[config.mk]
export PLATFORM = sky130hd
export DESIGN_NAME = msi_cap_regs
export DESIGN_NICKNAME = d
export VERILOG_FILES = /design/src/rtl/msi_cap_pkg.sv /design/src/rtl/msi_cap_decode.sv /design/src/rtl/msi_cap_merge.sv /design/src/rtl/msi_cap_regs.sv
export SDC_FILE = /design/constraint.sdc
export NUM_CORES = 1
export LEC_CHECK = 0
export ABC_CLOCK_PERIOD_IN_PS = 5690
export BUFFER_PORTS_ARGS = -buffer_cell sky130_fd_sc_hd__buf_4
export CAP_MARGIN = 0
export CORE_MARGIN = 2
export CORE_UTILIZATION = 50
export CTS_CLUSTER_DIAMETER = 80
export DETAILED_ROUTE_END_ITERATION = 12
export GPL_ROUTABILITY_DRIVEN = 0
export PLACE_DENSITY = 0.82
export SLEW_MARGIN = 25
export SYNTH_ARGS = -nofsm -noshare
export SYNTH_HDL_FRONTEND = slang
export SYNTH_SLANG_ARGS = --single-unit
[constraint.sdc]
create_clock -name clk -period 5.69 [get_ports clk]
set_input_delay 0.569 -clock clk [delete_from_list [all_inputs] [get_ports clk]]
set_output_delay 0.569 -clock clk [all_outputs]
set_load 0.02 [all_outputs]
[src/rtl/msi_cap_pkg.sv]
`timescale 1ns/1ps
package msi_cap_pkg;

    localparam int MAX_VEC = 32;

    typedef enum logic [2:0] {
        FLD_NONE,
        FLD_CTRL,
        FLD_ALO,
        FLD_AHI,
        FLD_DATA,
        FLD_MASK,
        FLD_PEND
    } fld_e;

    typedef struct packed {
        logic                en;
        logic [2:0]          mme;
        logic [29:0]         alo;
        logic [31:0]         ahi;
        logic [15:0]         data;
        logic [MAX_VEC-1:0]  mask;
        logic [MAX_VEC-1:0]  pend;
        logic                intx;
    } regs_t;

    // Which field lives in a given dword for a given variant.
    function automatic fld_e field_of(input logic [5:0] dw, input bit a64, input bit pvm);
        fld_e f;
        case (dw)
            6'd0:    f = FLD_CTRL;
            6'd1:    f = FLD_ALO;
            6'd2:    f = a64 ? FLD_AHI : FLD_DATA;
            6'd3:    f = a64 ? FLD_DATA : (pvm ? FLD_MASK : FLD_NONE);
            6'd4:    f = pvm ? (a64 ? FLD_MASK : FLD_PEND) : FLD_NONE;
            6'd5:    f = (pvm && a64) ? FLD_PEND : FLD_NONE;
            default: f = FLD_NONE;
        endcase
        return f;
    endfunction

    // Bitmask of the first 2**lg vectors.
    function automatic logic [MAX_VEC-1:0] lowmask(input logic [2:0] lg);
        logic [MAX_VEC-1:0] m;
        if (lg >= 3'd5) m = '1;
        else            m = (32'd1 << (6'd1 << lg)) - 32'd1;
        return m;
    endfunction

    function automatic int cap_bytes(input bit a64, input bit pvm);
        int n;
        if (pvm) n = a64 ? 24 : 20;
        else     n = a64 ? 14 : 10;
        return n;
    endfunction

endpackage

[src/rtl/msi_cap_decode.sv]
`timescale 1ns/1ps
module msi_cap_decode
    import msi_cap_pkg::*;
#(
    parameter int ADDR64 = 1,
    parameter int PVM    = 1
) (
    input  logic [5:0] idx,
    output fld_e       fld
);
    localparam bit A64 = (ADDR64 != 0);
    localparam bit MSK = (PVM != 0);

    assign fld = field_of(idx, A64, MSK);
endmodule

[src/rtl/msi_cap_merge.sv]
`timescale 1ns/1ps
module msi_cap_merge #(
    parameter int NB = 4
) (
    input  logic [8*NB-1:0] old_v,
    input  logic [8*NB-1:0] new_v,
    input  logic [8*NB-1:0] wmask,
    input  logic [NB-1:0]   be,
    output logic [8*NB-1:0] merged
);
    for (genvar b = 0; b < NB; b++) begin : g_byte
        assign merged[8*b +: 8] = be[b]
            ? ((new_v[8*b +: 8] & wmask[8*b +: 8]) | (old_v[8*b +: 8] & ~wmask[8*b +: 8]))
            : old_v[8*b +: 8];
    end
endmodule

[src/rtl/msi_cap_regs.sv]
`timescale 1ns/1ps
module msi_cap_regs
    import msi_cap_pkg::*;
#(
    parameter int VEC_LOG2 = 2,
    parameter int ADDR64   = 1,
    parameter int PVM      = 1
) (
    input  logic        clk,
    input  logic        rst_n,
    input  logic [5:0]  reg_idx,
    input  logic        wr_en,
    input  logic [31:0] wr_data,
    input  logic [3:0]  wr_be,
    output logic [31:0] rd_data,
    input  logic [31:0] pend_set,
    input  logic [31:0] pend_clr,
    output logic        msi_en,
    output logic [7:0]  vec_alloc,
    output logic [63:0] msg_addr,
    output logic [15:0] msg_data,
    output logic [31:0] vec_mask,
    output logic [31:0] vec_pend,
    output logic        intx_deassert
);
    localparam logic [2:0]         CAP_LG  = 3'(VEC_LOG2);
    localparam logic [MAX_VEC-1:0] IMPL    = lowmask(CAP_LG);
    localparam logic               A64_BIT = (ADDR64 != 0);
    localparam logic               PVM_BIT = (PVM != 0);
    localparam logic [31:0]        WM_CTRL = 32'h0071_0000;
    localparam logic [31:0]        WM_ALO  = 32'hFFFF_FFFC;
    localparam logic [31:0]        WM_AHI  = 32'hFFFF_FFFF;
    localparam logic [31:0]        WM_DATA = 32'h0000_FFFF;

    regs_t r_d, r_q;
    fld_e  fld;
    logic [31:0] view;
    logic [31:0] wmask;
    logic [31:0] merged;
    logic [15:0] ctrl_word;
    logic [31:0] pend_v;

    msi_cap_decode #(.ADDR64(ADDR64), .PVM(PVM)) u_dec (
        .idx (reg_idx),
        .fld (fld)
    );

    assign ctrl_word = {7'd0, PVM_BIT, A64_BIT, r_q.mme, CAP_LG, r_q.en};

    // Read view and write mask of the addressed dword.
    always_comb begin
        view  = '0;
        wmask = '0;
        case (fld)
            FLD_CTRL: begin view = {ctrl_word, 16'h0000}; wmask = WM_CTRL; end
            FLD_ALO:  begin view = {r_q.alo, 2'b00};      wmask = WM_ALO;  end
            FLD_AHI:  begin view = r_q.ahi;               wmask = WM_AHI;  end
            FLD_DATA: begin view = {16'h0000, r_q.data};  wmask = WM_DATA; end
            FLD_MASK: begin view = r_q.mask;              wmask = IMPL;    end
            FLD_PEND: begin view = r_q.pend;              wmask = '0;      end
            default:  begin view = '0;                    wmask = '0;      end
        endcase
    end

    msi_cap_merge #(.NB(4)) u_merge (
        .old_v  (view),
        .new_v  (wr_data),
        .wmask  (wmask),
        .be     (wr_be),
        .merged (merged)
    );

    // Next-state computation.
    always_comb begin
        r_d      = r_q;
        r_d.intx = 1'b0;
        pend_v   = (r_q.pend | (pend_set & IMPL)) & ~pend_clr;
        r_d.pend = PVM_BIT ? pend_v : '0;
        if (wr_en) begin
            case (fld)
                FLD_CTRL: begin
                    r_d.en  = merged[16];
                    r_d.mme = merged[22:20];
                end
                FLD_ALO:  r_d.alo  = merged[31:2];
                FLD_AHI:  r_d.ahi  = merged;
                FLD_DATA: r_d.data = merged[15:0];
                FLD_MASK: r_d.mask = merged;
                default:  ;
            endcase
            if (r_d.en && (r_d.mme > CAP_LG)) begin
                r_d.mme = CAP_LG;
            end
            if (r_d.en) begin
                r_d.intx = 1'b1;
                r_d.pend = r_d.pend & lowmask(r_d.mme);
            end
        end
    end

    always_ff @(posedge clk) begin
        if (!rst_n) begin
            r_q <= '0;
        end else begin
            r_q <= r_d;
        end
    end

    assign rd_data       = view;
    assign msi_en        = r_q.en;
    assign vec_alloc     = 8'd1 << r_q.mme;
    assign msg_addr      = {(A64_BIT ? r_q.ahi : 32'h0), r_q.alo, 2'b00};
    assign msg_data      = r_q.data;
    assign vec_mask      = r_q.mask;
    assign vec_pend      = r_q.pend;
    assign intx_deassert = r_q.intx;
endmodule

* Word-level counts from Yosys, hierarchy flattened
Index checks and enable logic that the tools add are counted.
** Operators by class
- Add/subtract/negate cells :: 1
- Magnitude comparators :: 2
- Equal/unequal tests :: 11
- Shift-type cells :: 3
- Multiplexer cells :: 16
- Bitwise operators :: 20
- Reductions and logical operators :: 7
** Operator list (number)
- 32-bit one-hot mux with 6 select lines :: 1
- 32-bit one-hot mux with 5 select lines :: 1
- 32-bit two-way mux :: 3
- 33-bit two-way mux :: 2
- 32-bit AND :: 2
- 8-bit AND :: 8
- 8-bit two-way mux :: 4
- 32-bit NOT :: 1
- 8-bit NOT :: 4
- 32-bit by 4-bit bitwise OR with 32-bit output :: 1
- 8-bit bitwise OR :: 4
- 1-bit by 6-bit left shift with 32-bit output, first input constant :: 1
- 32-bit by 1-bit subtractor with 32-bit output, second input constant :: 1
- 3-bit one-hot mux with 6 select lines :: 1
- 6-bit by 2-bit equality test with 1-bit output, second input constant :: 2
- 6-bit by 3-bit equality test with 1-bit output, second input constant :: 2
- 2-bit AND reduction :: 5
- 3-bit equality test, second input constant :: 3
- 4-bit two-way mux :: 2
- 1-bit by 3-bit left shift with 8-bit output, first input constant :: 1
- 3-bit by 2-bit equality test with 1-bit output, second input constant :: 2
- 6-bit by 1-bit equality test with 1-bit output, second input constant :: 1
- 6-bit logical NOT :: 1
- 3-bit two-way mux :: 2
- 5 further kinds :: 5
** Word-level totals
- Register bits :: 147
- Output and inout port bits :: 186
- Word-level logic and storage cells :: 68

* Longest topological paths before layout
- Depth in word-level cells :: 23
- Mapped depth :: 10
- Gate-level depth less buffers :: 9

* Hierarchy
Synthesis repeated with hierarchy kept, for this count alone.
** Second synthesis, totals
- Cell total of the unflattened synthesis :: 881
- Area, all modules :: 7467.2 µm²
** By module, submodules not included
- msi_cap_regs :: times used 1, cells each 805, area an instance 6762.7 µm², seq. area each 2942.8 µm²
- msi_cap_merge :: times used 1, cells each 68, area an instance 641.9 µm², seq. area each 0.0 µm²
- msi_cap_decode :: times used 1, cells each 8, area an instance 62.6 µm², seq. area each 0.0 µm²

* Worst setup path after synthesis
OpenSTA, ideal clock, no wires.
- Kind :: input -> register
- From :: input reg_idx[3]
- To :: register r_q (netlist bit vec_pend[2])
- Setup time :: 0.074 ns
- Data arrival time :: 2.514 ns
- Required time :: 5.616 ns
- Slack :: 3.101 ns
- Stages :: 7
- Path buffers :: 0
- Path through :: or4_4 -> nor4_4 -> mux2i_1 -> nand2_1 -> ha_1 -> or3_1 -> a31oi_1
** Between the ends
- Word-level cells in the longest chain between the ends :: 23
- Elaborated cells on any way between the ends :: 36
- Classes of those cells :: add/sub (1); order compare (2); eq/ne (11); shift (2); mux (13); bitwise (5); reduce/logical (2)
** Ends and longest elaborated chain
- start, declared :: line msi_cap_regs.sv:11 : input logic [5:0] reg_idx,
- 6-bit by 3-bit equality test with 1-bit output, or another cell as far along :: line msi_cap_pkg.sv:30 : case (dw)
- 3-bit one-hot mux with 6 select lines (*) :: line msi_cap_pkg.sv:30
- 3-bit equality test, or another cell as far along :: line msi_cap_regs.sv:54 : case (fld)
- 32-bit one-hot mux with 5 select lines :: line msi_cap_regs.sv:54
- 8-bit NOT :: line msi_cap_merge.sv:13 : ? ((new_v[8*b +: 8] & wmask[8*b +: 8]) | (old_v[8*b +: 8] & ~wmask[8*b +: 8]))
- 8-bit AND :: line msi_cap_merge.sv:13
- 8-bit bitwise OR :: line msi_cap_merge.sv:13
- 8-bit two-way mux :: line msi_cap_merge.sv:13
- (+7 left out)
- 1-bit by 6-bit left shift with 32-bit output :: line msi_cap_pkg.sv:46 : else m = (32'd1 << (6'd1 << lg)) - 32'd1;
- 32-bit by 1-bit subtractor with 32-bit output :: line msi_cap_pkg.sv:46
- 32-bit two-way mux :: line msi_cap_pkg.sv:45 : if (lg >= 3'd5) m = '1;
- 32-bit two-way mux :: line msi_cap_regs.sv:94 : if (r_d.en) begin
- 32-bit two-way mux :: line msi_cap_regs.sv:79 : if (wr_en) begin
- 32-bit AND :: line msi_cap_regs.sv:96 : r_d.pend = r_d.pend & lowmask(r_d.mme);
- 33-bit two-way mux (*) :: line msi_cap_regs.sv:94
- 33-bit two-way mux (*) :: line msi_cap_regs.sv:79
- end signal, assigned :: line msi_cap_regs.sv:105 : r_q <= r_d;
- end, declared :: line msi_cap_regs.sv:35 : regs_t r_d, r_q;
Every way passes the cells marked *; elsewhere a longest branch is shown, timed or not. The select of a mux whose other input is x is not followed.
A chain may end at the register's enable or synchronous reset.

* Worst setup path in the final report
- From :: input reg_idx[2]
- To :: output rd_data[3]
** Between the ends
- Word-level cells in the longest chain between the ends :: 4
- Elaborated cells on any way between the ends :: 14
- Classes of those cells :: eq/ne (11); mux (2); reduce/logical (1)
** Ends and longest elaborated chain
- 6-bit by 3-bit equality test with 1-bit output, or another cell as far along :: line msi_cap_pkg.sv:30
- 3-bit one-hot mux with 6 select lines (*) :: line msi_cap_pkg.sv:30
- 3-bit equality test, or another cell as far along :: line msi_cap_regs.sv:54
- 32-bit one-hot mux with 6 select lines (*) :: line msi_cap_regs.sv:54
- end, declared :: line msi_cap_regs.sv:15 : output logic [31:0] rd_data,
Every way passes the cells marked *; elsewhere a longest branch is shown, timed or not.

==> impl_metrics.yaml <==
floorplanning:
  die_h_microns: 114.9
  die_x_microns: 114.9
  die_area_sq_mm: 0.01321
  fp-row-count: 40
  pin_count: 295
  core_area_sq_mm: 0.01201
  start_util_pct: 51.24
clock_tree:
  clk_path_buf_depth: 2
  root_buffer: "clkbuf_16"
  cts_resized: 0
  cts_tree: "yes"
  cts_buffers: 17
  clkLatencyLatePin_ns: 0.42
  postCtsSetupBuffers: 0
  clk_pin_slew_ns: 0.06
  cts.sinks: 147
  htreeDepth: 4
  cts_hold_buf: 0
yosys:
  synth-edff-count: 0
  avgSynthCellArea_sq_um: 8.818
  ys_ff_latch: 147
  yosysTopAreaCellShare_pct: 47.81
  syn_inst: 698
  ys.flop_type: "dfxtp_1"
  syn_area_sq_mm: 0.006155
  netlist_top_cells_area: "dfxtp_1, nand2_1, o21ai_0, a22oi_1, nor3b_1"
  yosysSeqAreaShare_pct: 47.81
  synth_cell_types: 53
  ys_warn_count: 0
  async_reset_ff_share_pct: 0
  yosys.area.top_type: "dfxtp_1"
critical_path:
  critPathKind: "input pin to primary output"
  reg2regPathDepth: 8
  setup.worst_path.start_class: "input pin"
  end_kind: "primary output"
  cp_max_fo: 16
  arrival_ns: 2.84
  worstPathRequired_ns: 5.12
detailed_routing:
  wl_per_cell_microns: 19.04
  wl_met1_microns: 8559
  via_count: 6453
  drt-total-wl_microns: 21040
  dr.pass1.iters: 5
  via_per_inst: 5.840
  dr_wl_met3_microns: 1800
  ant_nets: 0
  drc_errors: 0
  dr_wl_met2_microns: 10250
  top_layer: "met4"
  drtIter0Drc: 557
power:
  power_density_mw_per_mm2: 268.7
  leakagePower_nw: 4.044
  ir_drop_uv: 233.0
timing:
  rsz0062_at_grt: "false"
  worst_pin_slew_ns: 0.9310
  setup_viol: 0
  finClkSkew_ns: 0.005738
  slew_headroom_pct: 37.78
  setup_tns_ns: 0
  drv_slew: 0
  timing.final.crit_share_pct: 59.84
  finalHoldViolations: 0
  period_minus_slack_ns: 3.405
  fin_hold_ws_ns: 0.2944
  max_freq_mhz: 293.7
placed_design:
  portBuffers: 264
  hpwl_microns: 14250
global_routing:
  grt_pass1_wl_microns: 32700
  antenna_found_initial: 0
  first_global_vias: 6155
  overflow: 0
  grt_max_degree: 43
  grt_use_total_pct: 31.71
status:
  outcome: "finished, final reports clean"
hold_path:
  hold_path_depth: 2
  hold_path_class: "input pin to register"
layout:
  drive_gt1_share_pct: 35.07
  diodes: 0
  nFillCells: 943
  area_growth_syn_to_layout_pct: 43.57
  nets: 1055
job:
  max-cap-violations: 0
[cell usage after synthesis, drive strengths merged, types with 2 or more instances]
cell type and n:
o211ai 5, o31ai 3, clkbuf 28, nor2 27, or3 3, a32oi 2, nand2b 2, a21o 2
and2 30, and3 5, a221oi 3, nand4 4, nor3 6, nor2b 4, nand3 21, mux2 18
a31oi 7, nand3b 5, o21ai 85, nand2 134, buf 18, inv 3, mux2i 18, a2111oi 5
a22oi 51, dfxtp 147, a21oi 14, nor3b 29, a211oi 5, nor4 2
[metrics by stage]
stage	setup slack [ns]	power, mW	area [sq um]	std cells	util (%)
floorplan	3.101	1.106	6158	699	-
global placement	2.386	1.171	8188	1073	68.17
detailed placement	2.398	1.173	8188	1073	68.17
CTS	2.307	2.380	8836	1105	73.56
global route	2.223	2.434	8836	1105	73.56
finish	2.285	2.374	8836	1105	73.56
[report_power, final]
group,switching (mW),total [mW],internal (mW)
clock network,0.429,1.22,0.792
logic,0.0661,0.118,0.0522
registers,0.00291,1.03,1.03
[cell families after synthesis]
group | synth area share (%)
other cells | 0.06093
compound gates | 19.74
fa+ha+maj | 0.2033
mux | 6.221
flops | 47.81
simple gates | 22.32
buf+inv | 3.639
[metal layers]
layer  vias to the layer above  track usage, %
met1                      3106           39.32
met4                         0           11.89
met2                       330           53.41
li1                       2980               -
met3                        37           7.960
met5                         -               0
[final timing paths]
check	end	startpoint	slack [ns]
setup / recovery	rd_data[3]	reg_idx[2]	2.29
hold / removal	vec_pend[8]	pend_clr[8]	0.29
hold reg to reg	msg_addr[23]	msg_addr[23]	0.48
setup reg to reg	vec_pend[2]	msg_addr[22]	3.24
[layout make-up]
| class | instances | area (sq um) | share of cell area, % |
|---|---|---|---|
| Multi-Input combinational cell | 502 | 2997 | 33.91 |
| Sequential cell | 147 | 2943 | 33.31 |
| Timing Repair Buffer | 273 | 2049 | 23.19 |
| Clock buffer | 24 | 501.7 | 5.678 |
| Tap cell | 147 | 183.9 | 2.082 |
| Clock inverter | 8 | 146.4 | 1.657 |
| Inverter | 4 | 15.01 | 0.1699 |
[sequential cells by signal (all words and copies together), names as in the netlist]
register,flops
msg_addr,62
vec_mask,32
vec_pend,32
msg_data,16
ctrl_word,3
intx_deassert,1
msi_en,1
[worst max-delay path, stage by stage]
cell     delay [ns]
buf_4          0.17
or4_4          0.58
nor2_2         0.65
buf_4          0.39
a22oi_1        0.14
nand2_1        0.16
buf_4          0.16
[cells in the final DEF (no fill, tap or decap), types with 5 or more instances in the layout]
cell,Yosys,final
buf_4,4,273
dfxtp_1,147,147
nand2_1,133,133
o21ai_0,80,80
a22oi_1,51,51
and2_1,28,29
nor3b_1,29,29
nor2_1,26,24
nand3_1,21,21
mux2_2,18,18
mux2i_1,18,18
clkbuf_16,0,17
a21oi_1,14,14
a31oi_1,7,7
nor3_1,5,5
and3_1,5,5
nand3b_1,5,5
a211oi_1,5,5
o211ai_1,5,5
clkbuf_8,0,5
Note: power is estimated with default switching activity, not from simulation.
